**src/rtl/nextPcPkg.sv**
```systemverilog
package nextPcPkg;
  // Branch test encodings carried on branchCond.
  localparam logic [1:0] COND_ZERO    = 2'b00;
  localparam logic [1:0] COND_NONZERO = 2'b01;
  localparam logic [1:0] COND_NEG     = 2'b10;
  localparam logic [1:0] COND_NONNEG  = 2'b11;

  // Strobes from control to datapath; all zero selects the sequential address.
  typedef struct packed {
    logic useLongRel;
    logic useShortRel;
    logic useReg;
    logic useEpc;
    logic hold;
  } pcStrobeT;
endpackage

```
**src/rtl/nextPcCtrl.sv**
```systemverilog
module nextPcCtrl
  import nextPcPkg::*;
(
  input  logic       clk,
  input  logic       rstN,
  input  logic       jumpRel,
  input  logic       jumpReg,
  input  logic       branchEn,
  input  logic [1:0] branchCond,
  input  logic       rtiEn,
  input  logic       haltEn,
  input  logic       rsZero,
  input  logic       rsNeg,
  output pcStrobeT   strobe,
  output logic       redirect,
  output logic       halted
);
  logic condMet;

  always_ff @(posedge clk or negedge rstN) begin
    if (!rstN)       halted <= 1'b0;
    else if (haltEn) halted <= 1'b1;
  end

  always_comb begin
    unique case (branchCond)
      COND_ZERO:    condMet = rsZero;
      COND_NONZERO: condMet = !rsZero;
      COND_NEG:     condMet = rsNeg;
      default:      condMet = !rsNeg;
    endcase
  end

  always_comb begin
    strobe   = '0;
    redirect = 1'b0;
    if (halted) begin
      strobe.hold = 1'b1;
    end else if (haltEn) begin
      // step past the halt sequentially
    end else if (rtiEn) begin
      strobe.useEpc = 1'b1;
      redirect      = 1'b1;
    end else if (jumpReg) begin
      strobe.useReg = 1'b1;
      redirect      = 1'b1;
    end else if (jumpRel) begin
      strobe.useLongRel = 1'b1;
      redirect          = 1'b1;
    end else if (branchEn && condMet) begin
      strobe.useShortRel = 1'b1;
      redirect           = 1'b1;
    end
  end
endmodule

```
**src/rtl/nextPcPath.sv**
```systemverilog
module nextPcPath
  import nextPcPkg::*;
#(
  parameter int ADDR_W    = 16,
  parameter int INST_STEP = 2
) (
  input  logic              clk,
  input  logic              rstN,
  input  pcStrobeT          strobe,
  input  logic [ADDR_W-1:0] rsVal,
  input  logic [ADDR_W-1:0] offShort,
  input  logic [ADDR_W-1:0] offLong,
  input  logic [ADDR_W-1:0] epcVal,
  output logic [ADDR_W-1:0] pcQ,
  output logic [ADDR_W-1:0] nextPc,
  output logic [ADDR_W-1:0] linkVal,
  output logic              rsZero,
  output logic              rsNeg
);
  localparam logic [ADDR_W-1:0] STEP = ADDR_W'(INST_STEP);
  localparam int SIGN_BIT = ADDR_W - 1;

  logic [ADDR_W-1:0] seqPc, relOff, relTgt, regTgt;

  assign seqPc   = pcQ + STEP;
  assign relOff  = strobe.useLongRel ? offLong : offShort;
  assign relTgt  = seqPc + relOff;
  assign regTgt  = rsVal + offShort;
  assign linkVal = seqPc;
  assign rsZero  = (rsVal == '0);
  assign rsNeg   = rsVal[SIGN_BIT];

  always_comb begin
    if (strobe.hold)                                 nextPc = pcQ;
    else if (strobe.useEpc)                          nextPc = epcVal;
    else if (strobe.useReg)                          nextPc = regTgt;
    else if (strobe.useLongRel | strobe.useShortRel) nextPc = relTgt;
    else                                             nextPc = seqPc;
  end

  always_ff @(posedge clk or negedge rstN) begin
    if (!rstN) pcQ <= '0;
    else       pcQ <= nextPc;
  end
endmodule

```
**src/rtl/nextPcUnit.sv**
```systemverilog
module nextPcUnit
  import nextPcPkg::*;
#(
  parameter int ADDR_W    = 16,
  parameter int INST_STEP = 2
) (
  input  logic              clk,
  input  logic              rstN,
  input  logic              jumpRel,
  input  logic              jumpReg,
  input  logic              branchEn,
  input  logic [1:0]        branchCond,
  input  logic              rtiEn,
  input  logic              haltEn,
  input  logic [ADDR_W-1:0] rsVal,
  input  logic [ADDR_W-1:0] offShort,
  input  logic [ADDR_W-1:0] offLong,
  input  logic [ADDR_W-1:0] epcVal,
  output logic [ADDR_W-1:0] pcQ,
  output logic [ADDR_W-1:0] nextPc,
  output logic [ADDR_W-1:0] linkVal,
  output logic              redirect,
  output logic              halted
);
  pcStrobeT strobe;
  logic     rsZero, rsNeg;

  nextPcCtrl uCtrl (
    .clk(clk), .rstN(rstN), .jumpRel(jumpRel), .jumpReg(jumpReg),
    .branchEn(branchEn), .branchCond(branchCond), .rtiEn(rtiEn),
    .haltEn(haltEn), .rsZero(rsZero), .rsNeg(rsNeg),
    .strobe(strobe), .redirect(redirect), .halted(halted)
  );

  nextPcPath #(.ADDR_W(ADDR_W), .INST_STEP(INST_STEP)) uPath (
    .clk(clk), .rstN(rstN), .strobe(strobe), .rsVal(rsVal),
    .offShort(offShort), .offLong(offLong), .epcVal(epcVal),
    .pcQ(pcQ), .nextPc(nextPc), .linkVal(linkVal),
    .rsZero(rsZero), .rsNeg(rsNeg)
  );
endmodule

```
**config.mk**
```make
export PLATFORM = sky130hd
export DESIGN_NAME = nextPcUnit
export DESIGN_NICKNAME = d
export VERILOG_FILES = /design/src/rtl/nextPcPkg.sv /design/src/rtl/nextPcCtrl.sv /design/src/rtl/nextPcPath.sv /design/src/rtl/nextPcUnit.sv
export SDC_FILE = /design/constraint.sdc
export NUM_CORES = 1
export LEC_CHECK = 0
export ABC_CLOCK_PERIOD_IN_PS = 3580
export BUFFER_PORTS_ARGS = -buffer_cell sky130_fd_sc_hd__buf_2
export CAP_MARGIN = 20
export CORE_ASPECT_RATIO = 0.5
export CORE_UTILIZATION = 45
export CTS_CLUSTER_SIZE = 30
export DETAILED_ROUTE_END_ITERATION = 8
export GPL_ROUTABILITY_DRIVEN = 0
export PLACE_DENSITY_LB_ADDON = 0.05
export SYNTH_ARGS = -nofsm -noshare
export SYNTH_HDL_FRONTEND = slang
export SYNTH_SLANG_ARGS = --single-unit
```
**constraint.sdc**
```tcl
create_clock -name clk -period 3.58 [get_ports clk]
set_input_delay 0.358 -clock clk [delete_from_list [all_inputs] [get_ports clk]]
set_output_delay 0.358 -clock clk [all_outputs]
set_load 0.02 [all_outputs]
```
# [Yosys cells after proc, flatten, opt, wreduce, memory -nomap -nowiden]
# Cells that the tools add are included.
[classes] bitwise=1 n_reduce_logical=5 n_shift=0 mux=21 n_div=0 addsub=3 multipliers=0 order_cmp=0 n_eq_ne=2
[op_table] op="16-bit two-way mux" n=5
[op_table] op="16-bit adder" n=2
[op_table] op="16-bit by 2-bit adder with 16-bit output, second input constant" n=1
[op_table] op="16-bit zero test" n=1
[op_table] op="1-bit two-way mux" n=11
[op_table] op="4-bit two-way mux" n=2
[op_table] op="3-bit two-way mux" n=1
[op_table] op="1-bit one-hot mux with 3 select lines" n=1
[op_table] op="2-bit by 1-bit equality test with 1-bit output, second input constant" n=1
[op_table] op="2-bit equality test, second input constant" n=1
[op_table] op="1-bit zero test" n=2
[op_table] op="2-bit zero test" n=1
[op_table] op="2-bit two-way mux" n=1
[op_table] op="1-bit logical AND" n=1
[op_table] op="1-bit OR" n=1
[totals] elab_cells=34 inputBits=73 latchBits=0 mem_count=0 mem_bits_ro=0 reg_bits=17 mem_bits_rw=0

# [Logic depth before layout (Yosys ltp)]
[depth] ltp_word=16 ltp_mapped=15 ltp_nobuf=13

# [Cells and area by module]
# A second synthesis with hierarchy kept.
[unflattened] cells_unflattened=422 hier_area_um2=3324.4
[modules_own_cells] mod="nextPcPath" seq_area_each_um2=400.4 n_inst=1 cells_per_inst=406 area_per_inst_um2=3201.8
[modules_own_cells] mod="nextPcCtrl" seq_area_each_um2=25.0 n_inst=1 cells_per_inst=16 area_per_inst_um2=122.6

# [Least setup slack after synthesis]
# OpenSTA, ideal clock, no wires.
[synth_timing] path_type="register to output" startpoint="reg uCtrl.halted" endpoint="out nextPc[14]" path_slack_ns=-0.483 stages_incl_launch_ff=16 n_path_buf=2 t_arrival_ns=3.705 required_time_ns=3.222 path_cell_list="dfrtp_1 clkbuf_1 nor4_2 nand2_1 clkbuf_1 mux2_2 ha_1 inv_1 fa_1 nand2b_1 a21oi_1 o221a_2 o21ai_0 xnor2_1 o211a_1 o31ai_1"
[synth_between] elab_chain_cells=7
[synth_rtl] item="from (decl)" line="nextPcCtrl.sv:16" text="output logic halted"
[synth_rtl] item="from (signal assigned)" line="nextPcCtrl.sv:21" text="if (!rstN) halted <= 1'b0;"
[synth_rtl] item="from (signal assigned)" line="nextPcCtrl.sv:22" text="else if (haltEn) halted <= 1'b1;"
[synth_rtl] item="4-bit two-way mux" line="nextPcCtrl.sv:37" text="if (halted) begin"
[synth_rtl] item="16-bit two-way mux" line="nextPcPath.sv:26" text="assign relOff = strobe.useLongRel ? offLong : offShort;"
[synth_rtl] item="16-bit adder" line="nextPcPath.sv:27" text="assign relTgt = seqPc + relOff;"
[synth_rtl] item="16-bit two-way mux" line="nextPcPath.sv:37" text="else if (strobe.useLongRel | strobe.useShortRel) nextPc = relTgt;"
[synth_rtl] item="16-bit two-way mux" line="nextPcPath.sv:36" text="else if (strobe.useReg) nextPc = regTgt;"
[synth_rtl] item="16-bit two-way mux" line="nextPcPath.sv:35" text="else if (strobe.useEpc) nextPc = epcVal;"
[synth_rtl] item="16-bit two-way mux (*)" line="nextPcPath.sv:34" text="if (strobe.hold) nextPc = pcQ;"
[synth_rtl] item="to (decl)" line="nextPcUnit.sv:20" text="output logic [ADDR_W-1:0] nextPc,"
# Mark *: on every way between the ends. The rest lies on a longest branch, timed or not.

# [Worst setup path in the final report]
[layout_timing] startpoint="reg uCtrl.halted" endpoint="out nextPc[15]"
# The elaborated chain is that of the path after synthesis.

==> metrics.cfg <==
[floorplan]
floorplan.die_area_sq_um=6870
initial_utilization_pct=47.49
die_height_um=59.11
row_count=20
die_width_um=116.2
core_region_area_sq_um=6181
io_pins=123

[cells_and_area]
design.final.nets=643
final-instance-count-excl-fill=624
nFillCells=534
fin_util_pct=72.04
drive_gt1_share_pct=45.90
syn_to_final_growth_pct=51.71
ff_latch_area_sq_um=429.2
final_area_sq_um=4453
area_of_the_multi_input_gates_sq_um=2731
antennaDiodeCount=0

[setup_path]
cp.required_ps=3220
worstReg2RegStart=uCtrl.halted$_DFFE_PN0P_
setup.worst_path.start=uCtrl.halted$_DFFE_PN0P_
crit_path_end_kind=primary output
worst_ep_arrival_time_ps=3380
path_class=reg2out
critPathLaunchType=register
cp_max_fo=8

[timing]
timing.final.crit_share_pct=104.4
maxClockFrequency_mhz=267.5
finalHoldViolations=0
grt_setup_unrepaired=true
worstMarginPinSlew_ps=572.8
hold-worst-slack_ps=61.95
final_critical_delay_including_setup_and_external_delays_ps=3738
final.setup_skew_ps=5.752
final-max-slew-violation-count=0
setup_slack_ps=-158.4
worst_slew_margin_rel_pct=61.67
finalSetupViolCount=6

[run]
max_cap_viol=0

[synthesis]
post_synthesis_cell_type_with_the_largest_combined_area=sky130_fd_sc_hd__dfrtp_1
synthTopCellsByArea=sky130_fd_sc_hd__dfrtp_1, sky130_fd_sc_hd__ha_1, sky130_fd_sc_hd__xnor2_1
postSynth.topFlopCell=sky130_fd_sc_hd__dfrtp_1
async_flop_share_pct=100.0
synth_enable_flop_cells=0
post_synth_inst_count=369
postSynthRegisterBits=17
ys_warn_count=0
synth.cell_area_sq_um=2935
synth_common_cells=sky130_fd_sc_hd__ha_1, sky130_fd_sc_hd__nand2_1, sky130_fd_sc_hd__xnor2_1
most_instantiated_library_cell_after_synthesis=sky130_fd_sc_hd__ha_1
synth.distinct_cells=61
yosysSeqAreaShare_pct=14.49
yosysTopAreaCellShare_pct=14.49
syn-mean-instance-area_sq_um=7.955
syn_nets=475

[status]
outcome=complete, but fails checks
failed_checks=negative setup slack

[cts]
cts_buffers=3
tritoncts=yes
clock-root-buffer=sky130_fd_sc_hd__clkbuf_16
h-tree-depth=1
cts-root-to-sink-buffers=2
ctsHoldBuffers=0
clkSinkCount=17
worstSkewPairLatency_ps=260
path_clk_slew_ps=60

[route]
vias=3686
detailedRoute.firstIterationViolations=229
vias_per_std_cell=5.907
drc=0
number_of_detailed_route_iterations_in_the_first_pass=5
detail_route.wl_per_cell_um=18.35
antenna_left=0
drt-total-wl_um=11450

[global_route]
grt-ovfl-total=0
vias_in_the_first_global_route=3482
grt_start_max_net_pins=20
global_route_wire_length_before_repair_um=17520
antenna_violations_before_repair=0
globalRouteTotalUtil_pct=34.41

[place]
dpl_cell_area_sq_um=4055
place.detailed.hpwl_um=8871
placed_cells=611
io_buffer_count=122

[pwr]
power.leakage_uw=0.002135
ir_worst_vdd_uv=249.9
pwr_density_cell_nw_per_um2=379.7

[hold_path]
min-delay-path-class=in2async

==> logic make-up (layout without fill, tap and decap cells) <==
logic type	count (synthesis)	count (layout)	synth area share, %
xor+xnor	37	37	11.04
fa+ha+maj	33	33	14.58
mux	21	21	7.971
buf+inv	26	192	3.538
compound gates	112	112	26.64
flops	17	17	14.49
simple gates	123	124	21.74
==> critical path: stages, from the launching register on <==
cell                        delay, ps
sky130_fd_sc_hd__dfrtp_2          420
sky130_fd_sc_hd__nor4_4           140
sky130_fd_sc_hd__buf_6            170
sky130_fd_sc_hd__nand2_8           80
sky130_fd_sc_hd__buf_6            150
sky130_fd_sc_hd__mux2_2           260
sky130_fd_sc_hd__ha_1             290
sky130_fd_sc_hd__or2_1            300
sky130_fd_sc_hd__a21oi_4          260
sky130_fd_sc_hd__o41ai_4          120
sky130_fd_sc_hd__xnor2_1          220
sky130_fd_sc_hd__mux2_4           340
sky130_fd_sc_hd__o2111ai_4        220
sky130_fd_sc_hd__buf_6            150
==> metrics by stage <==
stage / TNS [ps] / total power [uW] / setup slack (ps)
2_1_floorplan: -22.23 / 932.9 / -22.23
3_3_place_gp: -516.8 / 1288 / -133.3
3_5_place_dp: -950.6 / 1301 / -263.6
4_1_cts: -363.1 / 1650 / -124.4
5_1_grt: -2031 / 1802 / -269.9
6_report: -585.5 / 1691 / -158.4
==> per-layer routing <==
| metal | vias up | global-route usage, % | share of wire, % |
|---|---|---|---|
| met2 | 188 | 55.87 | 44 |
| li1 | 1736 | - | - |
| met5 | - | 0 | 0 |
| met1 | 1732 | 45.01 | 45 |
| met4 | 0 | 13.00 | 2.9 |
| met3 | 30 | 7.771 | 8.7 |
==> flip-flops by register name, indices dropped and copies added (netlist names) <==
signal,count
uPath.pcQ,16
uCtrl.halted,1
==> power by group <==
group / internal, uW / leakage, uW / switching [uW] / total, uW
clock network: 150 / 0.0000409 / 90.0 / 240
logic: 557 / 0.00189 / 639 / 1200
registers: 223 / 0.000205 / 31.2 / 255
total: 931 / 0.00213 / 760 / 1690
==> cell usage in the layout (no fill, tap or decap), types with 6 or more instances in the layout <==
master / synthesis / routed
sky130_fd_sc_hd__inv_1: 15 / 15
sky130_fd_sc_hd__buf_4: 1 / 50
sky130_fd_sc_hd__nor3_1: 7 / 7
sky130_fd_sc_hd__buf_2: 2 / 113
sky130_fd_sc_hd__nand2_1: 30 / 29
sky130_fd_sc_hd__nand3_1: 14 / 13
sky130_fd_sc_hd__o21ai_0: 23 / 21
sky130_fd_sc_hd__and3_1: 7 / 6
sky130_fd_sc_hd__ha_4: 0 / 8
sky130_fd_sc_hd__xnor2_1: 26 / 23
sky130_fd_sc_hd__mux2_2: 15 / 13
sky130_fd_sc_hd__nor2_1: 24 / 23
sky130_fd_sc_hd__buf_6: 0 / 9
sky130_fd_sc_hd__a21oi_1: 25 / 19
sky130_fd_sc_hd__ha_1: 31 / 23
sky130_fd_sc_hd__or3_1: 8 / 8
sky130_fd_sc_hd__dfrtp_1: 17 / 14
sky130_fd_sc_hd__xor2_1: 11 / 10
sky130_fd_sc_hd__a22oi_1: 7 / 7
==> area by class of cell <==
cell class              count  area share, %
repair buffers            172          23.41
multi-input cells         327          61.34
clock buffers               3          1.686
inverters                  16          1.349
flip-flops and latches     17          9.638
well taps                  88          2.473
clock inverters             1         0.1124
==> timing repair <==
| action | in CTS | in global routing |
|---|---|---|
| setup buffers | 8 | 0 |
| gates cloned | 1 | 0 |
| endpoints found under the setup margin | 10 | 11 |
| resized for setup | 39 | 12 |
| pin swaps | 9 | 4 |
==> final timing paths <==
check	to	slack (ps)	cells after the start
setup / recovery	nextPc[15]	-160	13
hold / removal	uPath.pcQ[14]$_DFF_PN0_	60	1
setup reg to reg	uPath.pcQ[10]$_DFF_PN0_	450	16
hold reg to reg	uPath.pcQ[14]$_DFF_PN0_	650	2
max in group asynchronous	uPath.pcQ[1]$_DFF_PN0_	3160	1
min in group clk	uPath.pcQ[0]$_DFF_PN0_	320	2
No activity file was read; power rests on OpenSTA's default activity.
